===== src/rtl/fdi_pkg.sv =====
package fdi_pkg;
  typedef enum logic [2:0] {
    CL_NONE   = 3'd0,
    CL_FGA    = 3'd1,
    CL_FGM    = 3'd2,
    CL_SERIAL = 3'd3,
    CL_FCMP   = 3'd4,
    CL_FMOVCC = 3'd5,
    CL_OTHER  = 3'd6
  } icls_e;
  localparam int CLS_W = 3;
endpackage


===== src/rtl/fdi_countdown.sv =====
module fdi_countdown #(
  parameter int LAT_W = 6
) (
  input  logic             clk,
  input  logic             rst_n,
  input  logic             start,
  input  logic [LAT_W-1:0] lat,
  input  logic             load_stall,
  output logic [LAT_W-1:0] remain,
  output logic             busy,
  output logic             done
);
  logic freeze;

  assign busy   = (remain != '0);
  // late load stalls push completion back
  assign freeze = load_stall && (remain == LAT_W'(3) || remain == LAT_W'(4));

  always_ff @(posedge clk) begin
    if (!rst_n) begin
      remain <= '0;
      done   <= 1'b0;
    end else begin
      done <= 1'b0;
      if (start) begin
        remain <= lat;
      end else if (busy && !freeze) begin
        remain <= remain - 1'b1;
        if (remain == LAT_W'(1)) done <= 1'b1;
      end
    end
  end

  assert_dec_R2: assert property (@(posedge clk) disable iff (!rst_n)
    (busy && !start && !load_stall) |=> remain == $past(remain) - 1'b1);
  assert_freeze_R3: assert property (@(posedge clk) disable iff (!rst_n)
    (!start && load_stall && (remain == LAT_W'(3) || remain == LAT_W'(4))) |=> $stable(remain));
  assert_done_once_R2: assert property (@(posedge clk) disable iff (!rst_n)
    done |=> !done);
  assert_start_idle_R2: assert property (@(posedge clk) disable iff (!rst_n)
    start |-> (!busy && lat != '0));
endmodule


===== src/rtl/fdi_lock.sv =====
module fdi_lock #(
  parameter int REG_W = 5,
  parameter int GROUP = 2
) (
  input  logic                        clk,
  input  logic                        rst_n,
  input  logic                        capture,
  input  logic [REG_W-1:0]            cap_rd,
  input  logic                        cap_single,
  input  logic                        busy,
  input  logic [GROUP-1:0][REG_W-1:0] rd,
  input  logic [GROUP-1:0][REG_W-1:0] rs1,
  input  logic [GROUP-1:0][REG_W-1:0] rs2,
  output logic [GROUP-1:0]            hit
);
  logic [REG_W-1:0] lock_rd;
  logic             lock_pair;

  always_ff @(posedge clk) begin
    if (!rst_n) begin
      lock_rd   <= '0;
      lock_pair <= 1'b0;
    end else if (capture) begin
      lock_rd   <= cap_rd;
      lock_pair <= cap_single;
    end
  end

  function automatic logic reg_match(input logic [REG_W-1:0] r,
                                     input logic [REG_W-1:0] l,
                                     input logic pair);
    if (pair) reg_match = (r[REG_W-1:1] == l[REG_W-1:1]);
    else      reg_match = (r == l);
  endfunction

  for (genvar i = 0; i < GROUP; i++) begin : g_slot
    assign hit[i] = busy && (reg_match(rd[i],  lock_rd, lock_pair) ||
                             reg_match(rs1[i], lock_rd, lock_pair) ||
                             reg_match(rs2[i], lock_rd, lock_pair));
  end

  assert_pair_R6: assert property (@(posedge clk) disable iff (!rst_n)
    (capture && cap_single) |=> (lock_rd[REG_W-1:1] == $past(cap_rd[REG_W-1:1]) && lock_pair));
endmodule


===== src/rtl/fdi_group_hold.sv =====
module fdi_group_hold
  import fdi_pkg::*;
#(
  parameter int GROUP = 2,
  parameter int CC_W  = 2
) (
  input  logic                        clk,
  input  logic                        rst_n,
  input  logic [GROUP-1:0]            vld,
  input  logic [GROUP-1:0]            first,
  input  logic [GROUP-1:0][CLS_W-1:0] cls,
  input  logic [GROUP-1:0][CC_W-1:0]  cc,
  input  logic [GROUP-1:0]            hit,
  input  logic                        busy,
  input  logic                        near3,
  input  logic                        near1,
  input  logic                        dep_any,
  output logic [GROUP-1:0]            hold
);
  logic [GROUP-1:0] own;
  logic [GROUP-1:0] blk;
  logic [GROUP-1:0] cc_haz;

  always_comb begin
    for (int i = 0; i < GROUP; i++) begin
      cc_haz[i] = 1'b0;
      for (int j = 0; j < i; j++) begin
        if (vld[j] && icls_e'(cls[j]) == CL_FCMP && icls_e'(cls[i]) == CL_FMOVCC &&
            cc[j] == cc[i])
          cc_haz[i] = 1'b1;
      end
      own[i] = vld[i] && (
                 hit[i] ||
                 (busy && icls_e'(cls[i]) == CL_SERIAL) ||
                 (near3 && icls_e'(cls[i]) == CL_FGM) ||
                 (near1 && dep_any && first[i] &&
                  (icls_e'(cls[i]) == CL_FGA || icls_e'(cls[i]) == CL_FGM)) ||
                 cc_haz[i]);
    end
  end

  always_comb begin
    blk[0] = 1'b0;
    for (int i = 1; i < GROUP; i++) blk[i] = blk[i-1] | own[i-1];
  end

  assign hold = vld & (own | blk);

  for (genvar i = 0; i < GROUP; i++) begin : g_chk
    assert_serial_R4: assert property (@(posedge clk) disable iff (!rst_n)
      (busy && vld[i] && icls_e'(cls[i]) == CL_SERIAL) |-> hold[i]);
    assert_mul_R5: assert property (@(posedge clk) disable iff (!rst_n)
      (near3 && vld[i] && icls_e'(cls[i]) == CL_FGM) |-> hold[i]);
    assert_invalid_R9: assert property (@(posedge clk) disable iff (!rst_n)
      !vld[i] |-> !hold[i]);
    if (i > 0) begin : g_ord
      assert_order_R9: assert property (@(posedge clk) disable iff (!rst_n)
        (hold[i-1] && vld[i]) |-> hold[i]);
    end
  end
endmodule


===== src/rtl/fp_div_interlock.sv =====
module fp_div_interlock
  import fdi_pkg::*;
#(
  parameter int GROUP = 2,
  parameter int LAT_W = 6,
  parameter int REG_W = 5,
  parameter int CC_W  = 2
) (
  input  logic                        clk,
  input  logic                        rst_n,
  input  logic                        div_start,
  input  logic [LAT_W-1:0]            div_lat,
  input  logic [REG_W-1:0]            div_rd,
  input  logic                        div_single,
  input  logic                        load_stall,
  input  logic [GROUP-1:0]            slot_vld,
  input  logic [GROUP-1:0]            slot_first,
  input  logic [GROUP-1:0][CLS_W-1:0] slot_cls,
  input  logic [GROUP-1:0][REG_W-1:0] slot_rd,
  input  logic [GROUP-1:0][REG_W-1:0] slot_rs1,
  input  logic [GROUP-1:0][REG_W-1:0] slot_rs2,
  input  logic [GROUP-1:0][CC_W-1:0]  slot_cc,
  output logic [GROUP-1:0]            slot_hold,
  output logic                        div_done
);
  logic [LAT_W-1:0] remain;
  logic             busy;
  logic [GROUP-1:0] hit;
  logic             dep_q;
  logic             dep_any;

  fdi_countdown #(.LAT_W(LAT_W)) u_cnt (
    .clk(clk), .rst_n(rst_n), .start(div_start), .lat(div_lat),
    .load_stall(load_stall), .remain(remain), .busy(busy), .done(div_done)
  );

  fdi_lock #(.REG_W(REG_W), .GROUP(GROUP)) u_lock (
    .clk(clk), .rst_n(rst_n), .capture(div_start), .cap_rd(div_rd),
    .cap_single(div_single), .busy(busy), .rd(slot_rd), .rs1(slot_rs1),
    .rs2(slot_rs2), .hit(hit)
  );

  // a dependent instruction has waited on this divide
  always_ff @(posedge clk) begin
    if (!rst_n)                     dep_q <= 1'b0;
    else if (div_start || !busy)    dep_q <= 1'b0;
    else if (|(hit & slot_vld))     dep_q <= 1'b1;
  end
  assign dep_any = dep_q | (|(hit & slot_vld));

  fdi_group_hold #(.GROUP(GROUP), .CC_W(CC_W)) u_hold (
    .clk(clk), .rst_n(rst_n), .vld(slot_vld), .first(slot_first),
    .cls(slot_cls), .cc(slot_cc), .hit(hit), .busy(busy),
    .near3(remain == LAT_W'(3)), .near1(remain == LAT_W'(1)),
    .dep_any(dep_any), .hold(slot_hold)
  );

  assert_lock_R6: assert property (@(posedge clk) disable iff (!rst_n)
    ($past(div_start) && slot_vld[0] && slot_rd[0] == $past(div_rd)) |-> slot_hold[0]);
  assert_done_idle_R2: assert property (@(posedge clk) disable iff (!rst_n)
    div_done |-> !busy);
endmodule


===== config.mk =====
export PLATFORM = sky130hd
export DESIGN_NAME = fp_div_interlock
export DESIGN_NICKNAME = d
export VERILOG_FILES = /design/src/rtl/fdi_pkg.sv /design/src/rtl/fdi_countdown.sv /design/src/rtl/fdi_lock.sv /design/src/rtl/fdi_group_hold.sv /design/src/rtl/fp_div_interlock.sv
export SDC_FILE = /design/constraint.sdc
export NUM_CORES = 1
export LEC_CHECK = 0
export ABC_AREA = 1
export BUFFER_PORTS_ARGS = -buffer_cell sky130_fd_sc_hd__buf_2
export CAP_MARGIN = 20
export CORE_ASPECT_RATIO = 1.75
export CORE_MARGIN = 3
export CORE_UTILIZATION = 50
export CTS_BUF_LIST = sky130_fd_sc_hd__clkbuf_16
export DETAILED_ROUTE_END_ITERATION = 7
export HOLD_SLACK_MARGIN = 0.03
export PLACE_DENSITY = 0.84
export SLEW_MARGIN = 20
export SYNTH_ARGS = -nofsm -noshare
export SYNTH_HDL_FRONTEND = slang
export SYNTH_SLANG_ARGS = --single-unit

===== constraint.sdc =====
create_clock -name clk -period 3.9 [get_ports clk]
set_input_delay 0.195 -clock clk [delete_from_list [all_inputs] [get_ports clk]]
set_output_delay 0.195 -clock clk [all_outputs]
set_load 0.05 [all_outputs]

==> results.yml <==
clock_tree:
  cts_sinks: 14
  h-tree-depth: 1
  clock_latency_ns: 0.24
  post_cts_buffers: 0
  hold_buffers: 0
  ctsRootBufferMaster: "clkbuf_16"
  ctsLongestPathBuffers: 2
  clk_pin_slew_ns: 0.04
  numCtsBuffers: 3
  cts_tree: "built"
  cts_resized: 0
sta:
  hold_violations: 0
  rsz0062_at_grt: "false"
  finClkSkew_ns: 0.00275
  finalSetupViolations: 0
  tns_ns: 0
  max_freq_mhz: 438
  max_slew.worst_pin.slew_ns: 0.374
  slew-limit-headroom: 0.747
  min_period_ns: 2.28
  finalWorstSetupSlack_ns: 1.62
  slew_violations: 0
  period_share: 0.585
floorplanning:
  die_w_um: 46.0
  rows: 24
  ios: 63
  core_sq_um: 2580
  die_y_um: 76.1
  start_util: 0.543
  die_area_sq_um: 3500
pwr:
  p_int_w: 0.000386
  clockPowerShare: 0.317
  pwr-share-comb: 0.373
  p_switching_w: 0.000205
  p_seq_frac: 0.309
  power_density_nw_per_um2: 332
  finalPower_w: 0.000591
  p_leak_nw: 1.07
  vdd_drop_max_v: 0.000252
  p_sw_frac: 0.347
finish:
  syn_to_final_growth_pct: 26.8
  fillers: 263
  drive_gt1_frac: 0.288
  nNetsFinal: 360
  seq_area_sq_um: 280
  antenna_cells: 0
  multiInputGateArea_sq_um: 930
  utilization: 0.688
routing:
  first_pass_iters: 4
  first_iter_violations: 24
  wirelength_um: 3410
  routedWlPerCell_um: 10.6
  viasPerCell: 4.94
  ant_nets: 0
  vias: 1586
  drc: 0
synthesis:
  ys_warn_count: 0
  synth_edf_count: 0
  synth-async-reset-ratio: 0
  synth_common_cells: "69 x nand2_1, 29 x inv_1, 22 x nor2_1"
  synth_area_sq_um: 1400
  seq_area_frac_synth: 0.200
  synth_seq_cells: 14
  syn_nets: 300
  post_synth.cell_area_avg_sq_um: 5.92
  synth_most_common_cell: "nand2_1"
  synth_flop_cell: "dfxtp_1"
  ys_top_cells_by_area: "dfxtp_1 20%, nand2_1 18%, xor2_1 8.1%, inv_1 7.8%, nand3_1 6.1%"
  syn-instance-count: 237
  synth_top_area_frac: 0.200
  yosysTopAreaCell: "dfxtp_1"
  yosysUniqueCellTypes: 33
global_routing:
  grt_pass1_vias: 1546
  grt_usage: 0.213
  grt_pass1_wl_um: 5920
  grt_overflow_total: 0
  grt_max_degree: 17
  antenna_found_initial: 0
setup_path:
  critPathLaunchType: "flip-flop"
  arrival_ns: 2.09
  crit_required_ns: 3.70
  critPathMaxFanout: 8
  endpoint_kind: "output pin"
  crit_type: "flip-flop to output pin"
flow_run:
  cap_violations: 0
worst_hold_path:
  hold_class: "input pin to flip-flop"
placed_design:
  io_buffers: 62
  dp_hpwl_um: 2860
  place.gp.congestion: 0.853
  place_ws_ns: 1.90
outcome:
  status: "completed"
[flip-flops by register name, indices dropped and copies added, names as in the netlist]
register          count
u_lock.lock_pair      1
u_cnt.done            1
u_cnt.remain          6
u_lock.lock_rd        5
dep_q                 1
[area by class of cell]
| class | count | share of cell area |
|---|---|---|
| multi-input combinational | 178 | 0.523 |
| timing repair buffer | 62 | 0.175 |
| sequential | 14 | 0.158 |
| inverter | 38 | 0.0844 |
| clock buffer | 3 | 0.0422 |
| tap | 26 | 0.0183 |
[cells in the final DEF, fill, tap and decap left out, types with 2 or more instances in the layout]
cell        n
nand2_1    69
buf_2      62
inv_1      29
nor2_1     22
nand3_1    17
a21oi_1    15
dfxtp_1    14
xor2_1     13
inv_2       8
o21ai_1     5
o21ai_0     5
xnor2_1     4
or2_1       3
nand3_2     3
nor3_1      3
ha_1        3
clkbuf_16   3
nor2_4      2
nand2_2     2
a211oi_1    2
nand4_1     2
[worst max-delay path, cell delays in order (launching register included)]
cell,delay [ns]
dfxtp_1,0.40
inv_1,0.08
ha_1,0.23
nand2_1,0.15
nor2_4,0.06
nand2_4,0.10
nand4_1,0.08
o311ai_0,0.13
a21oi_1,0.10
nand2_1,0.10
inv_2,0.04
a21oi_2,0.12
buf_2,0.27
[logic make-up after synthesis]
group | Yosys count | synth area share
adders and majority gates | 3 | 0.0268
and+or+nand+nor | 128 | 0.410
xor gates and xnor gates | 17 | 0.106
AOI/OAI and AO/OA | 29 | 0.112
DFF | 14 | 0.200
buffers and inverters | 45 | 0.137
muxes | 1 | 0.00714
[layer usage]
| layer | vias up | GRT usage | share of wire | wire [um] |
|---|---|---|---|---|
| li1 | 856 | - | - | - |
| met1 | 684 | 0.233 | 0.36 | 1230 |
| met2 | 44 | 0.396 | 0.58 | 1960 |
| met3 | 2 | 0.0236 | 0.058 | 196 |
| met4 | 0 | 0.0541 | 0.0050 | 17 |
| met5 | - | 0 | 0 | 0 |
[power groups by stage]
stage	sequential [W]	clock (W)	combinational, W
after floorplan	0.000177	0	0.000165
after global placement	0.000184	0	0.000217
after detailed placement	0.000185	0	0.000220
after CTS	0.000183	0.000190	0.000222
after global routing	0.000186	0.000198	0.000253
final	0.000183	0.000188	0.000221
[metrics by stage]
| stage | instance area (sq um) | std cells | hold slack (ns) |
|---|---|---|---|
| 2_1_floorplan | 1400 | 237 | 0.330 |
| 3_3_place_gp | 1700 | 318 | 0.430 |
| 3_5_place_dp | 1700 | 318 | 0.433 |
| 4_1_cts | 1780 | 321 | 0.188 |
| 5_1_grt | 1780 | 321 | 0.216 |
| 6_report | 1780 | 321 | 0.190 |
[final timing paths]
check	from	endpoint	slack, ns	cells past startpoint
setup / recovery	u_cnt.remain[0]	slot_hold[1]	1.62	12
hold / removal	div_rd[0]	u_lock.lock_rd[0]	0.19	3
setup reg to reg	u_cnt.remain[0]	u_cnt.remain[3]	2.29	9
hold reg to reg	u_lock.lock_pair	u_lock.lock_pair	0.53	2
Note: power is estimated with default switching activity, not from simulation.
